[config.mk]
export PLATFORM = sky130hd
export DESIGN_NAME = status_summary_tree
export DESIGN_NICKNAME = d
export VERILOG_FILES = /design/src/rtl/stat_pkg.sv /design/src/rtl/stat_evt_group.sv /design/src/rtl/stat_byte_unit.sv /design/src/rtl/status_summary_tree.sv
export SDC_FILE = /design/constraint.sdc
export NUM_CORES = 1
export LEC_CHECK = 0
export ABC_CLOCK_PERIOD_IN_PS = 3150
export CAP_MARGIN = 25
export CORE_ASPECT_RATIO = 1.5
export CORE_MARGIN = 10
export CORE_UTILIZATION = 57
export CTS_CLUSTER_DIAMETER = 150
export DETAILED_ROUTE_END_ITERATION = 7
export GPL_ROUTABILITY_DRIVEN = 0
export PLACE_DENSITY = 0.86
export SLEW_MARGIN = 30
export SYNTH_ARGS = -nofsm -noshare
export SYNTH_HDL_FRONTEND = slang
export SYNTH_HIERARCHICAL = 1
export SYNTH_SLANG_ARGS = --single-unit
[constraint.sdc]
create_clock -name clk -period 3.15 [get_ports clk]
set_input_delay 0.63 -clock clk [delete_from_list [all_inputs] [get_ports clk]]
set_output_delay 0.63 -clock clk [all_outputs]
set_load 0.1 [all_outputs]
[src/rtl/stat_pkg.sv]
package stat_pkg;
  localparam int GRP_N   = 4;
  localparam int GRP_COM = 0;
  localparam int GRP_STD = 1;
  localparam int GRP_OVL = 2;
  localparam int GRP_REF = 3;
  localparam int ADDR_SB  = 8;
  localparam int ADDR_SRE = 9;
  localparam int SB_MSS_BIT  = 6;
  localparam int SB_IDLE_BIT = 4;
  localparam logic [7:0] SRE_MASK = 8'hBF;

  function automatic logic [7:0] grp_mask(input int g);
    case (g)
      GRP_OVL: return 8'h07;
      GRP_REF: return 8'h0F;
      default: return 8'hFF;
    endcase
  endfunction

  function automatic logic [7:0] grp_rst(input int g);
    return (g == GRP_STD) ? 8'h80 : 8'h00;
  endfunction

  function automatic int grp_sb_pos(input int g);
    case (g)
      GRP_COM: return 7;
      GRP_STD: return 5;
      GRP_OVL: return 0;
      default: return 1;
    endcase
  endfunction
endpackage

[src/rtl/stat_evt_group.sv]
module stat_evt_group #(
  parameter int DW = 8,
  parameter logic [DW-1:0] VALID = '1,
  parameter logic [DW-1:0] RSTV  = '0
) (
  input  logic          clk,
  input  logic          rst,
  input  logic [DW-1:0] evt_in,
  input  logic          rd_clr,
  input  logic          en_we,
  input  logic [DW-1:0] en_wdata,
  output logic [DW-1:0] evt_q,
  output logic [DW-1:0] en_q,
  output logic          summ
);
  logic [DW-1:0] evt_keep;

  // a read clears the old content; a new pulse in the same cycle survives
  assign evt_keep = rd_clr ? '0 : evt_q;

  always_ff @(posedge clk) begin
    if (rst) begin
      evt_q <= RSTV & VALID;
      en_q  <= '0;
    end else begin
      evt_q <= evt_keep | (evt_in & VALID);
      if (en_we) en_q <= en_wdata & VALID;
    end
  end

  assign summ = |(evt_q & en_q);
endmodule

[src/rtl/stat_byte_unit.sv]
module stat_byte_unit import stat_pkg::*; #(
  parameter int DW = 8
) (
  input  logic              clk,
  input  logic              rst,
  input  logic [GRP_N-1:0]  summ,
  input  logic              idle,
  input  logic              sre_we,
  input  logic [DW-1:0]     sre_wdata,
  output logic [DW-1:0]     sb,
  output logic [DW-1:0]     sre_q,
  output logic              msum
);
  logic [DW-1:0] sb_base;

  always_ff @(posedge clk) begin
    if (rst)         sre_q <= '0;
    else if (sre_we) sre_q <= sre_wdata & SRE_MASK;
  end

  always_comb begin
    sb_base = '0;
    for (int g = 0; g < GRP_N; g++) sb_base[grp_sb_pos(g)] = summ[g];
    sb_base[SB_IDLE_BIT] = idle;
  end

  assign msum = |(sb_base & sre_q);

  always_comb begin
    sb = sb_base;
    sb[SB_MSS_BIT] = msum;
  end
endmodule

[src/rtl/status_summary_tree.sv]
module status_summary_tree import stat_pkg::*; #(
  parameter int DW = 8,
  parameter int AW = 4
) (
  input  logic          clk,
  input  logic          rst,
  input  logic [DW-1:0] comm_evt,
  input  logic [DW-1:0] std_evt,
  input  logic [DW-1:0] ovl_evt,
  input  logic [DW-1:0] ref_evt,
  input  logic          idle_in,
  input  logic [AW-1:0] reg_addr,
  input  logic          reg_wr,
  input  logic          reg_rd,
  input  logic [DW-1:0] reg_wdata,
  output logic [DW-1:0] reg_rdata,
  output logic [DW-1:0] stat_byte,
  output logic          srq
);
  logic [GRP_N-1:0][DW-1:0] evt_in;
  logic [GRP_N-1:0][DW-1:0] evt_q;
  logic [GRP_N-1:0][DW-1:0] en_q;
  logic [GRP_N-1:0]         summ;
  logic [DW-1:0]            sre_q;
  logic [DW-1:0]            rd_mux;

  assign evt_in[GRP_COM] = comm_evt;
  assign evt_in[GRP_STD] = std_evt;
  assign evt_in[GRP_OVL] = ovl_evt;
  assign evt_in[GRP_REF] = ref_evt;

  for (genvar g = 0; g < GRP_N; g++) begin : g_grp
    localparam int EV_ADDR = 2 * g;
    localparam int EN_ADDR = 2 * g + 1;
    logic rd_hit, wr_hit;
    assign rd_hit = reg_rd && (reg_addr == AW'(EV_ADDR));
    assign wr_hit = reg_wr && (reg_addr == AW'(EN_ADDR));
    stat_evt_group #(
      .DW(DW), .VALID(grp_mask(g)), .RSTV(grp_rst(g))
    ) u_grp (
      .clk(clk), .rst(rst), .evt_in(evt_in[g]), .rd_clr(rd_hit),
      .en_we(wr_hit), .en_wdata(reg_wdata),
      .evt_q(evt_q[g]), .en_q(en_q[g]), .summ(summ[g])
    );
  end

  stat_byte_unit #(.DW(DW)) u_sb (
    .clk(clk), .rst(rst), .summ(summ), .idle(idle_in),
    .sre_we(reg_wr && (reg_addr == AW'(ADDR_SRE))), .sre_wdata(reg_wdata),
    .sb(stat_byte), .sre_q(sre_q), .msum(srq)
  );

  always_comb begin
    rd_mux = '0;
    for (int g = 0; g < GRP_N; g++) begin
      if (reg_addr == AW'(2 * g))     rd_mux = evt_q[g];
      if (reg_addr == AW'(2 * g + 1)) rd_mux = en_q[g];
    end
    if (reg_addr == AW'(ADDR_SB))  rd_mux = stat_byte;
    if (reg_addr == AW'(ADDR_SRE)) rd_mux = sre_q;
  end

  always_ff @(posedge clk) begin
    if (rst)         reg_rdata <= '0;
    else if (reg_rd) reg_rdata <= rd_mux;
  end
endmodule

-- Word level (Yosys, flattened, before mapping)
Index checks and enable logic that the tools add are counted.
- eq/ne operators: 9
- reductions and logical operators: 15
- bitwise gates (word level): 9
- multiplexer cells: 14
- operator list (cell ; number):
    8-bit 2-to-1 mux ; 14
    8-bit OR reduction ; 5
    8-bit AND ; 3
    4-bit by 3-bit equality test with 1-bit output, second input constant ; 4
    8-bit bitwise OR ; 2
    1-bit logical AND ; 9
    8-bit by 3-bit AND with 8-bit output ; 1
    8-bit by 4-bit AND with 8-bit output ; 1
    4-bit by 2-bit equality test with 1-bit output, second input constant ; 2
    4-bit equality test, second input constant ; 2
    8-bit by 3-bit bitwise OR with 8-bit output ; 1
    8-bit by 4-bit bitwise OR with 8-bit output ; 1
    4-bit by 1-bit equality test with 1-bit output, second input constant ; 1
    4-bit zero test ; 1
- bits of input ports: 49
- word-level logic and storage cells: 57
- flip-flop bits (word level): 70
- output and inout port bits: 17

-- Logic depth before layout (Yosys ltp)
Gate-level depths: netlist of run 1.
- depth in word-level cells: 11
- gate-level depth with buffers: 8
- mapped depth without buffers: 7

-- Hierarchy
The synthesis of run 1 kept the hierarchy.
- modules (own cells, without submodules) (module ; instances ; area each (um2) ; sequential area each (um2) ; cells each):
    status_summary_tree ; 1 ; 1375.1 ; 160.2 ; 205
    stat_evt_group at g_grp[0].u_grp ; 1 ; 621.8 ; 320.3 ; 64
    stat_evt_group at g_grp[1].u_grp ; 1 ; 619.3 ; 320.3 ; 64
    stat_evt_group at g_grp[3].u_grp ; 1 ; 374.1 ; 160.2 ; 42
    stat_byte_unit ; 1 ; 340.3 ; 140.1 ; 35
    stat_evt_group at g_grp[2].u_grp ; 1 ; 299.0 ; 120.1 ; 34

-- Least setup slack after synthesis of run 1
OpenSTA, ideal clock, no wires.
- path type: reg-to-output
- start point: register g_grp[2].u_grp.evt_q[1]
- end point: output port stat_byte[6]
- data required time: 2520 ps
- path buffers: 1
- slack: 415 ps
- stages on the path, launching flop included: 6
- data arrival time: 2105 ps
- cells stage by stage: dfxtp_1 a222oi_1 inv_1 a222oi_1 nand2_1 buf_4
- cells in the longest elaborated chain, start to end: 4
- ends and longest elaborated chain (element ; line ; text):
    start: declaration ; stat_evt_group.sv:12 ; output logic [DW-1:0] evt_q,
    start signal: assignment ; stat_evt_group.sv:23 ; evt_q <= RSTV & VALID;
    start signal: assignment ; stat_evt_group.sv:26 ; evt_q <= evt_keep | (evt_in & VALID);
    8-bit by 3-bit AND with 8-bit output ; stat_evt_group.sv:31 ; assign summ = |(evt_q & en_q);
    8-bit OR reduction ; stat_evt_group.sv:31 ;
    net summ[2] ; status_summary_tree.sv:23 ; logic [GRP_N-1:0] summ;
    8-bit AND ; stat_byte_unit.sv:27 ; assign msum = |(sb_base & sre_q);
    8-bit OR reduction ; stat_byte_unit.sv:27 ;
    end: declaration ; status_summary_tree.sv:17 ; output logic [DW-1:0] stat_byte,
The timed path passes the listed nets, and every way through them passes these cells.

-- Worst setup path in the final report of run 1
- start point: register g_grp[2].u_grp.evt_q[1]
- end point: output port stat_byte[6]
- cells in the longest elaborated chain, start to end: 4
- ends and longest elaborated chain (element ; line):
    8-bit by 3-bit AND with 8-bit output ; stat_evt_group.sv:31
    8-bit OR reduction ; stat_evt_group.sv:31
    8-bit AND ; stat_byte_unit.sv:27
    8-bit OR reduction ; stat_byte_unit.sv:27
Every way passes these cells.

==> run metrics, run 1 <==
sequential share of power 45.1%; Overflow after GRT 0; wire per inst 16.0 um; total routed wirelength 9.06 mm; WS Path Type flop to primary output; pin count of the biggest net entering global routing 53; total number of H-tree levels 3; final number of setup-violating endpoints 0; cells after synthesis 444; number of inserted diodes 0; async set-reset flop share out of synthesis 0%; buffer and inverter count on the worst path 2; count of flip-flops with a built-in enable after synthesis 0; height of the die 118 um; Worst setup EP type primary output; switching part of the total power 28.4%; post-layout minimum cycle time 2.74 ns; Resize count post-CTS 0; total negative setup slack 0 ns; overall die width 85.2 um; synthesized area 3630 um2; final hold violation count 0; total clock buffers created by CTS 9; number of max-slew violations in the final report 0; clk sinks 61; number of warnings reported in the yosys synthesis log 6; number of placement rows 35; number of nets in the layout 535; Filler Cells Inserted 488; power per cell area 434 nW/um2; slowest CP cell sky130_fd_sc_hd__a222oi_1; final core area utilization 68.6%; number of remaining DRC errors 0; min-delay worst type flop to flop; clock latency at the later pin of the worst-skew pair 0.34 ns; clock skew after layout 0.00846 ns; stage delay of the slowest cell on the critical path 0.41 ns; share of cells above drive strength 1 12.2%; initial drt markers 228; endpoint arrival time on the critical path 2.11 ns; Critical Path RT 2.52 ns; Top FF cell, synth sky130_fd_sc_hd__dfxtp_1; source of the critical timing path g_grp[2].u_grp/evt_q[1]; transition time at the pin with the least slew margin 0.595 ns; count of antenna-violating nets left after detailed routing 0; root buffer selected by CTS sky130_fd_sc_hd__clkbuf_8; critical path fanouts, max 4; CTS max path bufs 2; cells along the critical path a222oi_1 > inv_1 > a222oi_1 > nand2_1 > buf_12; Static Leak 1.68 nW; setup repair after global routing missed its margin false; Setup Buffers After CTS 0; flip-flop and latch count after synthesis 61; cell repeated most along the worst path sky130_fd_sc_hd__a222oi_1; wire length of the first global-routing pass 14.9 mm; TritonCTS clock tree built; Post-Synthesis Mean Instance Area 8.18 um2; buffers added on ports 54; area added between synthesis and finish 16.6%; number of antenna violations at the first check in global routing 0; I/O pins 66; area of the die 10000 um2; part of the Yosys area used for sequential elements 33.6%; hold path startpoint reg_rdata[3]; global routing usage summed across all routing layers 17.8%; number of detailed-routing iterations run before antenna repair 5; startpoint type of the worst setup path flop; portion of total power attributed to the clock network 37.1%; count of hold-fix buffers inserted at cts 0; result of the run finished, final reports clean; launching point of the worst reg2reg path g_grp[2].u_grp/evt_q[1]; commonest cells after routing, fill and taps aside sky130_fd_sc_hd__dfxtp_1 (61), sky130_fd_sc_hd__nor2_1 (45), sky130_fd_sc_hd__clkdlybuf4s50_1 (38); worst max-slew margin expressed relative to the limit 60.1%; family of cells with the greatest summed delay on the critical path compound AO/OA/AOI/OAI gates; worst vdd ir 0.000273 V; switching power total 0.523 mW; number of max-cap violations 0; starting utilization of the core area 58.8%; Via-to-Cell Ratio 5.64; number of distinct library cell variants in the gate-level netlist after synthesis 52; number of global-route vias before repair 3112; share of power burned in combinational logic 17.8%; detailed-placement wirelength estimate 6.75 mm; share of the cycle needed by the critical path after routing 86.9%; area of the core 6170 um2; cell internal power dissipation 1.32 mW; DR vias 3188; maximum frequency from static timing analysis 0.365 GHz; post-CTS clock slew at the launch and capture registers of the worst setup and hold paths 0.07 ns; commonest non-fill, non-tap cell in the layout sky130_fd_sc_hd__dfxtp_1
[power groups by stage]
stage	combinational (mW)	clock (mW)	sequential [mW]
floorplan	0.210	0	0.872
global placement	0.316	0	0.844
detailed placement	0.323	0	0.845
CTS	0.325	0.690	0.828
global route	0.354	0.730	0.832
finish	0.327	0.682	0.829
[synthesized netlist by cell type (2+ instances only)]
cell                       count  area, um2
sky130_fd_sc_hd__dfxtp_1      61       1220
sky130_fd_sc_hd__nor2_1       45        169
sky130_fd_sc_hd__inv_1        35        131
sky130_fd_sc_hd__mux2i_1      35        350
sky130_fd_sc_hd__nand2b_1     33        206
sky130_fd_sc_hd__buf_4        30        225
sky130_fd_sc_hd__a21oi_1      29        145
sky130_fd_sc_hd__o21ai_0      23        115
sky130_fd_sc_hd__nand2_1      21       78.8
sky130_fd_sc_hd__a31oi_1      12       75.1
sky130_fd_sc_hd__a22oi_1      11       82.6
sky130_fd_sc_hd__buf_2        11       55.1
sky130_fd_sc_hd__buf_6        10        113
sky130_fd_sc_hd__o21ai_1       7       35.0
sky130_fd_sc_hd__nor3_1        6       30.0
sky130_fd_sc_hd__o21a_1        6       45.0
sky130_fd_sc_hd__nor2b_1       5       31.3
sky130_fd_sc_hd__o211ai_1      5       37.5
sky130_fd_sc_hd__a211oi_1      4       30.0
sky130_fd_sc_hd__a21oi_2       4       35.0
sky130_fd_sc_hd__clkbuf_1      4       15.0
sky130_fd_sc_hd__a221oi_1      3       26.3
sky130_fd_sc_hd__conb_1        3       11.3
sky130_fd_sc_hd__a21boi_0      2       15.0
sky130_fd_sc_hd__a21boi_1      2       15.0
sky130_fd_sc_hd__a222oi_1      2       20.0
sky130_fd_sc_hd__a22o_1        2       17.5
sky130_fd_sc_hd__a32oi_1       2       17.5
sky130_fd_sc_hd__and3b_1       2       17.5
sky130_fd_sc_hd__mux2_2        2       22.5
sky130_fd_sc_hd__nand3b_1      2       15.0
sky130_fd_sc_hd__nand4_1       2       12.5
sky130_fd_sc_hd__nor2_2        2       12.5
sky130_fd_sc_hd__nor4_1        2       12.5
sky130_fd_sc_hd__or3b_1        2       17.5
[flip-flops by register name (all words and copies together) (netlist names)]
register           cells
g_grp.u_grp/en_q      23
g_grp.u_grp/evt_q     23
reg_rdata              8
u_sb/sre_q             7
[final timing paths]
| kind | cells after the start | slack, ns | end |
|---|---|---|---|
| worst max-delay path | 5 | 0.41 | stat_byte[6] |
| worst min-delay path | 1 | 0.48 | reg_rdata[3] |
| worst max register to register | 7 | 1.09 | reg_rdata[6] |
| worst min register to register | 1 | 0.48 | reg_rdata[3] |
[per-stage QoR]
| step | instance area [um2] | hold WS [ns] | cells | setup WS (ns) | power (mW) |
|---|---|---|---|---|---|
| floorplan | 3700 | 0.443 | 462 | 0.415 | 1.08 |
| global placement | 4040 | 0.459 | 549 | 0.459 | 1.16 |
| finish | 4230 | 0.480 | 565 | 0.413 | 1.84 |
| CTS | 4230 | 0.486 | 565 | 0.425 | 1.84 |
| global route | 4230 | 0.504 | 565 | 0.316 | 1.92 |
| detailed placement | 4040 | 0.465 | 549 | 0.427 | 1.17 |
[final cells by class]
class / instances / area [um2] / area share (%)
clock buffers: 12 / 145 / 3.43
clock inverters: 4 / 47.5 / 1.12
inverters: 36 / 135 / 3.19
multi-input cells: 310 / 1940 / 45.8
flip-flops and latches: 61 / 1220 / 28.8
well taps: 74 / 92.6 / 2.19
repair buffers: 68 / 653 / 15.4
[routing by layer]
layer	global-route usage (%)	vias to the layer above	part of all wire, %	wire length [um]
li1	-	1564	-	-
met3	5.61	26	6.8	614
met4	8.68	0	3.4	311
met2	30.0	109	51	4580
met1	19.2	1489	39	3550
met5	0	-	0	0
[logic make-up (layout without fill, tap and decap cells)]
kind of cell	count (synthesis)	count (layout)	synth area share (%)
other	3	21	0.310
flip-flops	61	61	33.6
AO/OA/AOI/OAI	122	122	21.8
multiplexers	38	38	10.6
buffers and inverters	91	120	15.0
AND/OR/NAND/NOR	129	129	18.8
[worst reg2reg max path, cell delays in order (launching register included)]
cell	delay, ns
sky130_fd_sc_hd__dfxtp_1	0.34
sky130_fd_sc_hd__a222oi_1	0.37
sky130_fd_sc_hd__inv_1	0.17
sky130_fd_sc_hd__a222oi_1	0.41
sky130_fd_sc_hd__nand2_1	0.24
sky130_fd_sc_hd__mux2i_1	0.19
sky130_fd_sc_hd__a21o_1	0.13
sky130_fd_sc_hd__o32ai_1	0.07
No activity file was read; power rests on OpenSTA's default activity.
==> inputs of run 2 (changes only) <==
--- a/config.mk
+++ b/config.mk
@@ -8,7 +8,6 @@
 export ABC_CLOCK_PERIOD_IN_PS = 3150
 export CAP_MARGIN = 25
 export CORE_ASPECT_RATIO = 1.5
-export CORE_MARGIN = 10
 export CORE_UTILIZATION = 57
 export CTS_CLUSTER_DIAMETER = 150
 export DETAILED_ROUTE_END_ITERATION = 7
==> run 2 against run 1 <==
  * Setup slack improved by 0.012 ns
  * Design area increased by 1.0%
  * Highest routed layer unchanged
  * Critical path type unchanged
  * Clock skew decreased by 0.0033 ns
  * Maximum frequency increased by 0.44%
  * Power increased by 9.4%
  * Register-to-register slack improved by 0.04 ns
  * Global-route usage increased by 11 points
  * Sequential share of layout area decreased by 0.29 points
  * Via count increased by 2.7%
  * Largest power group is now the clock network
==> run metrics, run 2 (synthesis gave the netlist of run 1 again) <==
buffers added on ports 54 (unchanged); final number of setup-violating endpoints 0 (unchanged); number of detailed-routing iterations run before antenna repair 5 (unchanged); hold path startpoint reg_rdata[3] (unchanged); min-delay worst type flop to flop (unchanged); transition time at the pin with the least slew margin 0.587 ns (was 0.595 ns); global routing usage summed across all routing layers 28.6% (was 17.8%); Top Registers g_grp.u_grp/en_q: 23 flops, g_grp.u_grp/evt_q: 23 flops, reg_rdata: 8 flops (unchanged); Via-to-Cell Ratio 5.79 (was 5.64); count of antenna-violating nets left after detailed routing 0 (unchanged); DR vias 3275 (was 3188); slowest CP cell sky130_fd_sc_hd__a222oi_1 (unchanged); share of cells above drive strength 1 12.4% (was 12.2%); hold worst-path end reg_rdata[3] (unchanged); overall die width 67.2 um (was 85.2 um); launching point of the worst reg2reg path g_grp[1].u_grp/evt_q[3] (was g_grp[2].u_grp/evt_q[1]); buffer and inverter count on the worst path 1 (was 2); critical path fanouts, max 3 (was 4); number of placement rows 35 (unchanged); total routed wirelength 8.84 mm (was 9.06 mm); Static Leak 1.71 nW (was 1.68 nW); total clock buffers created by CTS 9 (unchanged); number of inserted diodes 0 (unchanged); family of cells with the greatest summed delay on the critical path compound AO/OA/AOI/OAI gates (unchanged); starting utilization of the core area 59.2% (was 58.8%); number of max-slew violations in the final report 0 (unchanged); WS Path Type flop to primary output (unchanged); TritonCTS clock tree built (unchanged); end of the worst register-to-register path reg_rdata[6] (unchanged); routed length on met2 4.48 mm (was 4.58 mm); cells along the critical path a22oi_1 > nand4_1 > a222oi_1 > nand2_1 > buf_12 (was a222oi_1 > inv_1 > a222oi_1 > nand2_1 > buf_12); detailed-placement wirelength estimate 6.43 mm (was 6.75 mm); pin count of the biggest net entering global routing 53 (unchanged); worst max-slew margin expressed relative to the limit 60.6% (was 60.1%); endpoint arrival time on the critical path 2.09 ns (was 2.11 ns); stage delay of the slowest cell on the critical path 0.37 ns (was 0.41 ns); total routed wire length on the met1 layer 3.36 mm (was 3.55 mm); clock latency at the later pin of the worst-skew pair 0.35 ns (was 0.34 ns); power per cell area 470 nW/um2 (was 434 nW/um2); area of the die 6700 um2 (was 10000 um2); number of max-cap violations 0 (unchanged); total negative setup slack 0 ns (unchanged); number of remaining DRC errors 0 (unchanged); maximum frequency from static timing analysis 0.367 GHz (was 0.365 GHz); Critical Path RT 2.52 ns (about the same); startpoint type of the worst setup path flop (unchanged); commonest cells after routing, fill and taps aside sky130_fd_sc_hd__dfxtp_1 (61), sky130_fd_sc_hd__nor2_1 (45), sky130_fd_sc_hd__clkdlybuf4s50_1 (38) (unchanged); wire per inst 15.6 um (was 16.0 um); CTS max path bufs 2 (unchanged); share of the cycle needed by the critical path after routing 86.5% (was 86.9%); clk sinks 61 (unchanged); number of antenna violations at the first check in global routing 0 (unchanged); total number of H-tree levels 3 (unchanged); initial drt markers 289 (was 228); topmost layer with routed signal wires met4 (unchanged); worst vdd ir 0.000372 V (was 0.000273 V); Filler Cells Inserted 485 (was 488); setup repair after global routing missed its margin false (unchanged); final hold violation count 0 (unchanged); count of hold-fix buffers inserted at cts 0 (unchanged); R2R depth 7 (unchanged); hold path depth 1 (unchanged); number of nets in the layout 536 (was 535); height of the die 99.7 um (was 118 um); result of the run finished, final reports clean (unchanged); final core area utilization 69.8% (was 68.6%); Worst setup EP type primary output (unchanged); wire length of the first global-routing pass 14.4 mm (was 14.9 mm); number of global-route vias before repair 3169 (was 3112); I/O pins 66 (unchanged); post-CTS clock slew at the launch and capture registers of the worst setup and hold paths 0.07 ns (about the same); area added between synthesis and finish 17.8% (was 16.6%); root buffer selected by CTS sky130_fd_sc_hd__clkbuf_8 (unchanged); clock skew after layout 0.00513 ns (was 0.00846 ns); Resize count post-CTS 0 (unchanged); routed wl met3 609 um (was 614 um); Overflow after GRT 0 (unchanged); Setup Buffers After CTS 0 (unchanged); area of the core 6130 um2 (was 6170 um2); post-layout minimum cycle time 2.72 ns (was 2.74 ns); worst reg-to-reg setup slack 1.13 ns (was 1.09 ns); commonest non-fill, non-tap cell in the layout sky130_fd_sc_hd__dfxtp_1 (unchanged)
## run 2: power breakdown
group	switching, mW	internal [mW]
clock	0.307	0.546
sequential	0.0266	0.802
combinational	0.200	0.129
## run 2: how the worst max path moves through the flow
stage | start | end | slack (ns) | depth (start not counted)
finish | g_grp[1].u_grp/evt_q[3] | srq | 0.43 | 5
global route | g_grp[2].u_grp/evt_q[1] | stat_byte[6] | 0.29 | 5
CTS | g_grp[2].u_grp/evt_q[1] | stat_byte[6] | 0.46 | 5
detailed placement | reg_addr[0] | g_grp[2].u_grp/en_q[0] | 0.41 | 6
global placement | reg_addr[0] | g_grp[2].u_grp/en_q[2] | 0.47 | 6
floorplan | g_grp[2].u_grp/evt_q[1] | stat_byte[6] | 0.42 | 5
## run 2: metal layers
layer  global-route usage (%)  up-vias
met5                        0        -
met4                     20.5        0
met3                     5.96       36
met2                     47.8      152
met1                     30.8     1507
li1                         -     1580
## run 2: stage by stage
stage	total power [mW]	area, um2	setup WS [ns]	hold WS (ns)	std cells
floorplan	1.08	3700	0.415	0.443	462
global placement	1.16	4040	0.468	0.464	550
detailed placement	1.17	4040	0.406	0.472	550
CTS	2.01	4280	0.459	0.488	566
global route	2.08	4280	0.294	0.508	566
finish	2.01	4280	0.425	0.490	566
## run 2: final cells by class
| cell class | count | area, um2 | area share [%] |
|---|---|---|---|
| inverters | 36 | 135 | 3.16 |
| clock inverters | 4 | 95.1 | 2.22 |
| multi-input cells | 310 | 1940 | 45.3 |
| clock buffers | 12 | 145 | 3.39 |
| well taps | 74 | 92.6 | 2.17 |
| repair buffers | 69 | 648 | 15.2 |
| flip-flops and latches | 61 | 1220 | 28.6 |
